## config.mk

```make
export PLATFORM = sky130hd
export DESIGN_NAME = byte_framer
export DESIGN_NICKNAME = d
export VERILOG_FILES = /design/src/rtl/byte_framer.sv
export SDC_FILE = /design/constraint.sdc
export NUM_CORES = 2
export LEC_CHECK = 0
export BUFFER_PORTS_ARGS = -buffer_cell sky130_fd_sc_hd__buf_2
export CORE_AREA = 2 2 233 465
export DETAILED_ROUTE_END_ITERATION = 16
export DIE_AREA = 0 0 235 467
export PLACE_DENSITY = 0.82
export SLEW_MARGIN = 20
export SYNTH_ARGS = -nofsm -noshare
export SYNTH_HDL_FRONTEND = slang
export SYNTH_SLANG_ARGS = --single-unit
```

## constraint.sdc

```tcl
create_clock -name clk -period 3.5 [get_ports clk]
set_clock_uncertainty 0.1 [all_clocks]
set_input_delay 0.35 -clock clk [delete_from_list [all_inputs] [get_ports clk]]
set_output_delay 0.35 -clock clk [all_outputs]
set_load 0.05 [all_outputs]
```

## src/rtl/byte_framer.sv

```systemverilog
module byte_framer #(
  parameter int MAX_LEN = 200,
  parameter logic [7:0] FLAG = 8'h7E,
  parameter logic [7:0] ESC = 8'h1B,
  parameter logic [7:0] CK_INIT = 8'hAA
) (
  input  logic       clk,
  input  logic       rst_n,
  input  logic [7:0] tx_in_data,
  input  logic       tx_in_valid,
  input  logic       tx_in_last,
  output logic       tx_in_ready,
  output logic [7:0] tx_out_data,
  output logic       tx_out_valid,
  input  logic       tx_out_ready,
  input  logic [7:0] rx_in_data,
  input  logic       rx_in_valid,
  output logic       rx_in_ready,
  output logic [7:0] rx_out_data,
  output logic       rx_out_valid,
  output logic       rx_out_last,
  input  logic       rx_out_ready,
  output logic       rx_done,
  output logic       rx_err
);
  localparam int DEPTH = MAX_LEN + 1;
  localparam int AW = $clog2(DEPTH + 1);

  // ---------------- transmit ----------------
  typedef enum logic [2:0] {T_IDLE, T_OPEN, T_DATA, T_LIT, T_CK, T_CLOSE} tx_st_t;
  tx_st_t     tx_st;
  logic [7:0] tx_ck, tx_hold;
  logic       tx_hold_last, tx_hold_ck;

  wire in_sp  = (tx_in_data == FLAG) || (tx_in_data == ESC);
  wire ck_sp  = (tx_ck == FLAG) || (tx_ck == ESC);
  wire tx_fire = tx_out_valid && tx_out_ready;

  assign tx_in_ready = (tx_st == T_DATA) && tx_out_ready;

  always_comb begin
    tx_out_valid = 1'b1;
    tx_out_data  = FLAG;
    case (tx_st)
      T_IDLE:  tx_out_valid = 1'b0;
      T_DATA:  begin tx_out_valid = tx_in_valid; tx_out_data = in_sp ? ESC : tx_in_data; end
      T_LIT:   tx_out_data = tx_hold;
      T_CK:    tx_out_data = ck_sp ? ESC : tx_ck;
      default: tx_out_data = FLAG;
    endcase
  end

  always_ff @(posedge clk) begin
    if (!rst_n) begin
      tx_st <= T_IDLE;
      tx_ck <= CK_INIT;
      tx_hold <= '0;
      tx_hold_last <= 1'b0;
      tx_hold_ck <= 1'b0;
    end else begin
      case (tx_st)
        T_IDLE: if (tx_in_valid) begin tx_st <= T_OPEN; tx_ck <= CK_INIT; end
        T_OPEN: if (tx_fire) tx_st <= T_DATA;
        T_DATA: if (tx_fire) begin
          tx_ck <= tx_ck ^ tx_in_data;
          if (in_sp) begin
            tx_hold <= tx_in_data;
            tx_hold_last <= tx_in_last;
            tx_hold_ck <= 1'b0;
            tx_st <= T_LIT;
          end else begin
            tx_st <= tx_in_last ? T_CK : T_DATA;
          end
        end
        T_LIT: if (tx_fire) tx_st <= tx_hold_ck ? T_CLOSE : (tx_hold_last ? T_CK : T_DATA);
        T_CK: if (tx_fire) begin
          if (ck_sp) begin
            tx_hold <= tx_ck;
            tx_hold_ck <= 1'b1;
            tx_st <= T_LIT;
          end else begin
            tx_st <= T_CLOSE;
          end
        end
        T_CLOSE: if (tx_fire) tx_st <= T_IDLE;
        default: tx_st <= T_IDLE;
      endcase
    end
  end

  AST_TX_HOLD: assert property (@(posedge clk) disable iff (!rst_n)
    tx_out_valid && !tx_out_ready |=> tx_out_valid && $stable(tx_out_data));

  // ---------------- receive ----------------
  logic [7:0]    mem [DEPTH];
  logic          rx_on, rx_esc, rx_drain;
  logic [AW-1:0] rx_len, rx_cnt, rx_rd;
  logic [7:0]    rx_ck;

  wire rx_acc  = rx_in_valid && rx_in_ready;
  wire is_flag = (rx_in_data == FLAG) && !rx_esc;
  wire is_esc  = (rx_in_data == ESC) && !rx_esc;
  wire full    = (rx_len == AW'(DEPTH));
  wire rx_wr   = rx_acc && rx_on && !is_flag && !is_esc && !full;
  wire out_fire = rx_out_valid && rx_out_ready;

  assign rx_in_ready  = !rx_drain;
  assign rx_out_valid = rx_drain;
  assign rx_out_data  = mem[rx_rd];
  assign rx_out_last  = (rx_rd == rx_cnt - AW'(1));

  always_ff @(posedge clk) begin
    if (rx_wr) mem[rx_len] <= rx_in_data;
  end

  always_ff @(posedge clk) begin
    if (!rst_n) begin
      rx_on <= 1'b0;
      rx_esc <= 1'b0;
      rx_drain <= 1'b0;
      rx_len <= '0;
      rx_cnt <= '0;
      rx_rd <= '0;
      rx_ck <= CK_INIT;
      rx_done <= 1'b0;
      rx_err <= 1'b0;
    end else begin
      rx_done <= 1'b0;
      rx_err <= 1'b0;
      if (rx_acc && is_flag) begin
        if (rx_on && rx_len != '0) begin
          if (rx_len >= AW'(2) && rx_ck == 8'h00) begin
            rx_done <= 1'b1;
            rx_drain <= 1'b1;
            rx_rd <= '0;
            rx_cnt <= rx_len - AW'(1);
          end else begin
            rx_err <= 1'b1;
          end
        end
        rx_on <= 1'b1;
        rx_esc <= 1'b0;
        rx_len <= '0;
        rx_ck <= CK_INIT;
      end else if (rx_acc && rx_on) begin
        if (is_esc) begin
          rx_esc <= 1'b1;
        end else if (full) begin
          rx_on <= 1'b0;
          rx_esc <= 1'b0;
          rx_err <= 1'b1;
        end else begin
          rx_esc <= 1'b0;
          rx_len <= rx_len + AW'(1);
          rx_ck <= rx_ck ^ rx_in_data;
        end
      end
      if (out_fire) begin
        if (rx_out_last) rx_drain <= 1'b0;
        else rx_rd <= rx_rd + AW'(1);
      end
    end
  end

  AST_NO_OVERFLOW: assert property (@(posedge clk) disable iff (!rst_n)
    rx_len <= AW'(DEPTH));
  AST_DONE_STARTS_OUT: assert property (@(posedge clk) disable iff (!rst_n)
    rx_done |-> rx_out_valid && rx_out_data == mem[0]);
  AST_ERR_NO_OUT: assert property (@(posedge clk) disable iff (!rst_n)
    rx_err |-> !rx_out_valid && !rx_done);
  AST_RX_HOLD: assert property (@(posedge clk) disable iff (!rst_n)
    rx_out_valid && !rx_out_ready |=> rx_out_valid && $stable(rx_out_data) && $stable(rx_out_last));
endmodule

```

== Yosys cells after proc, flatten, opt, wreduce, memory -nomap -nowiden ==
Memory sizes are Yosys's and may differ from the RTL's. A register that Yosys moved wholly into a read port is not among the register bits.
Index checks and enable logic that the tools add are counted.

* Equal/unequal tests: 22
* $lt $le $gt $ge: 1
* Muxes and demuxes: 54
* Bitwise logic cells: 5
* $add $sub $neg: 4
* Reductions and logical operators: 36

{| class="wikitable"
|+ Operator list
! cell !! number
|-
| $mux 8 || 14
|-
| $mux 3 || 11
|-
| $pmux 8 s2 || 2
|-
| $eq 8x5->1 const B || 3
|-
| $eq 8x7->1 const B || 3
|-
| $pmux 8 s3 || 1
|-
| $mux 1 || 23
|-
| $pmux 3 s6 || 1
|-
| $reduce_and 3->1 || 6
|-
| $add 8x1->8 const B || 2
|-
| $ne 2x2->1 const B || 8
|-
| $sub 8x1->8 const B || 2
|-
| $xor 8x8->8 || 2
|-
| $logic_and 1x1->1 || 13
|-
| $eq 8x8->1 || 1
|-
| $eq 8x8->1 const B || 1
|-
| $ge 8x2->1 const B || 1
|-
| $logic_not 8->1 || 1
|-
| $reduce_bool 2->1 || 4
|-
| $reduce_bool 8->1 || 1
|-
| $eq 3x2->1 const B || 2
|-
| $eq 3x3->1 const B || 2
|-
| $reduce_and 6->1 || 1
|-
| $logic_not 1->1 || 5
|-
| other kinds (8) || 12
|}

* Input port bits: 23
* Logic and storage cells: 137
* RAM bits: 1608
* Output and inout port bits: 23
* Flip-flop bits (word level): 58
* Memories kept: 1

{| class="wikitable"
|+ Memory list
! memory !! words !! width !! rd ports !! clocked after Yosys merged registers in !! write ports !! line !! text
|-
| mem || 201 || 8 || 1 || 1 || 1 || 95 || <nowiki>logic [7:0] mem [DEPTH];</nowiki>
|}

== Longest topological paths before layout ==
* Depth in word-level cells: 8
* Gate-level depth with buffers: 13
* Mapped depth without buffers: 9

== Least setup slack after synthesis ==
Ideal clock, no wire load.

* Path type: register to output
* Start: register, netlist name rx_rd[0]
* End: output port rx_out_data[4]
* Cell stages (with the launch flop): 13
* Buffers on the path: 5
* Slack: -89 ps
* Data required time: 3050 ps
* Data arrival time: 3139 ps
* Path through: dfxtp_1 -> buf_6 -> buf_12 -> buf_12 -> buf_12 -> buf_12 -> mux2i_1 -> a221oi_2 -> a21oi_1 -> nor2_1 -> o22ai_1 -> o221a_1 -> a311oi_1

{| class="wikitable"
|+ RTL lines
! item !! line !! text
|-
| end, declared || 19 || <nowiki>output logic [7:0] rx_out_data,</nowiki>
|}

==> metrics.txt <==
status=complete, but fails checks; failing checks=max-slew violations, negative setup slack; maxcap violations=0; grt total ovfl=0; Final WS setup=-1.06 ns; RSZ-0062 raised after global routing=yes; commonest non-fill, non-tap cell in the layout=edfxtp_1; R2R Path Start=rx_len[2]$_SDFFE_PP0P_; Clk Latency, worst-skew pair=0.77 ns; die height=approximately 470 um; Syn Inst Count=between 3k and 4k; drt total wl=213 mm; worst reg2reg setup slack=-0.06 ns; Worst Hold Launch=rx_in_data[3]; Relative slew margins=-1.13%; Area Overhead vs Synth=15.0%; Final ANT Viol Nets=0; Initial Util=62.8%; Die Wd=235 um; Layout Cells excl Fill=5254; I/O pins=46; WP data arrival=4.11 ns; All-Layer GR Usage=37.9%; Least-Margin Pin Slew=roughly 1.5 ns; Reg2Reg Capture Point=mem[118][4]$_DFFE_PP_; full die area=0.110 mm^2; fmax=around 220 MHz; Post-Syn Nets=3407; Hold Crit Depth=2; worst path required time=3.05 ns; Post-synth top flop=edfxtp_1; FF+latch count, synth=1666; CTS Buf Count=between 100 and 150; initial antenna violation count=6; Post-synth EDFFs=1608; pin count of the biggest net entering global routing=203; sequential fraction of the synthesis area=between 70% and 80%; PortBufs=45; GPL Wtd Cong=1.02; DRC errors left=0; fin. max-slew vios=39; Starting DRT DRC Count=7061; final setup violation count=46; worst r2r path cells=3; crit-path max FO=15; Clock Sinks=1666; Syn. warnings=0; maximum VDD drop=0.449 mV; DP Wirelength=118 mm; Final Hold Fails=0; drt via density=7.50; Startpoint Class=register; first-pass GRT wire length=around 290 mm; Core ar.=0.106 mm^2; dpl cells=4909; Final Core Density=72.3%; worst min-delay path class=in -> reg; vias=approximately 39k; post-synth cell types=82; Post-Syn Area per Cell=19.7 um^2; ratio of cells with drive above 1 in the final layout=29.2%; critical path class=reg -> out; CTS tree=yes; WHS Endpoint=mem[5][3]$_DFFE_PP_; most frequent cells in the layout=1608 x edfxtp_1, 329 x mux4_2, 303 x buf_4; Final min period=4.56 ns; row count=169; Root Driver=clkbuf_16; wire per inst=40.6 um; vias in the first global route=39.2k; fin crit share=130%; Post-synth ARST share=0%; Pwr per Cell Area=504 mW/mm^2; htree depth=4; clock input transition at the sequential cells of the worst setup and hold paths=0.07 ns; CP endpoint kind=primary output; Max Root-Sink Buffers=3; # nets final=~3.8k; drt first pass iters=9; Leak=23.8 nW; Cell Area, Synth=around 0.067 mm^2
synth_stat cells, types with 38 or more instances:
library cell | n | area share (%)
nor2_1 | 290 | 1.6
dfxtp_1 | 58 | 1.7
edfxtp_1 | 1608 | 73
mux4_1 | 44 | 1.7
a21oi_1 | 62 | 0.47
mux4_2 | 317 | 11
buf_2 | 51 | 0.38
nand2_1 | 111 | 0.63
o21ai_0 | 54 | 0.41
mux2i_1 | 180 | 2.7
clkbuf_1 | 69 | 0.39
nand3_1 | 38 | 0.29
report_power, final:
part	internal (mW)	switching [mW]	total [mW]
clock	8.67	7.40	16.1
sequential	21.8	0.0305	21.9
combinational	0.111	0.509	0.619
worst max-delay path, stage by stage, from the launching register on:
cell	delay (ns)
dfxtp_4	0.42
buf_12	0.18
buf_16	0.20
buf_16	0.18
buf_4	0.24
mux2i_2	0.14
a221oi_2	0.62
a31oi_1	0.30
o21ai_0	0.16
buf_4	0.21
a211oi_2	0.09
o31ai_2	0.31
buf_6	0.22
area by class of cell:
type                            instances  area [um^2]
Clock buffer                          150         3490
Antenna cell                           11         27.5
Timing Repair Buffer                  457         4540
Inverter                               16         61.3
Tap cell                             1368         1710
Multi-Input combinational cell       1497        16200
Clock inverter                         89         1010
Fill cell                            5355        29400
Sequential cell                      1666        49500
flip-flops by register name (all words and copies together), names as in the netlist, 3 cells and up:
| register | count |
|---|---|
| tx_st | 3 |
| rx_ck | 8 |
| mem | 1608 |
| rx_cnt | 8 |
| tx_hold | 8 |
| rx_rd | 8 |
| rx_len | 8 |
| tx_ck | 8 |
metal layers:
metal  up-vias  global-route usage [%]  wire (um)
met2      4142                    62.1     103000
met4         8                    35.4      26500
met5         -                   0.439        150
met3      1396                    11.1      26900
met1     19300                    38.8      57300
li1      14600                       -          -
repair_timing:
item	CTS	global route
endpoints found under the setup margin	9	60
endpoints found under the hold margin	61	3
pin swaps	22	33
gates resized for setup	112	110
hold buffers	21	1
setup buffers	20	46
gates cloned	6	3
logic make-up after synthesis:
logic type | synth area share [%]
buf+inv | 2.38
flops | 74.3
mux | 15.5
compound gates | 3.51
xor+xnor | 0.434
simple gates | 3.77
fa+ha+maj | 0.132
stage by stage:
stage	worst slack, ns	setup TNS, ns	cell area (um^2)	hold slack (ns)	power [mW]
2_1_floorplan	0.270	0	66600	0.309	22.4
3_3_place_gp	-0.383	-0.649	70100	0.320	22.8
3_5_place_dp	-0.325	-0.840	70100	0.334	22.9
4_1_cts	-0.714	-5.37	75600	0.0200	38.3
5_1_grt	-0.992	-7.11	76500	0.0578	39.0
6_report	-1.06	-8.28	76600	0.0238	38.5
worst max path at each step:
stage	start	endpoint	slack (ns)
2_1_floorplan	rx_rd[0]$_SDFF_PN0_	rx_out_data[6]	0.27
3_3_place_gp	rx_rd[0]$_SDFF_PN0_	rx_out_data[4]	-0.38
5_1_grt	rx_rd[0]$_SDFF_PN0_	rx_out_data[3]	-0.99
3_5_place_dp	rx_rd[0]$_SDFF_PN0_	rx_out_data[4]	-0.32
4_1_cts	rx_rd[0]$_SDFF_PN0_	rx_out_data[0]	-0.71
6_report	rx_rd[0]$_SDFF_PN0_	rx_out_data[3]	-1.06
(Power assumes the default switching activity.)
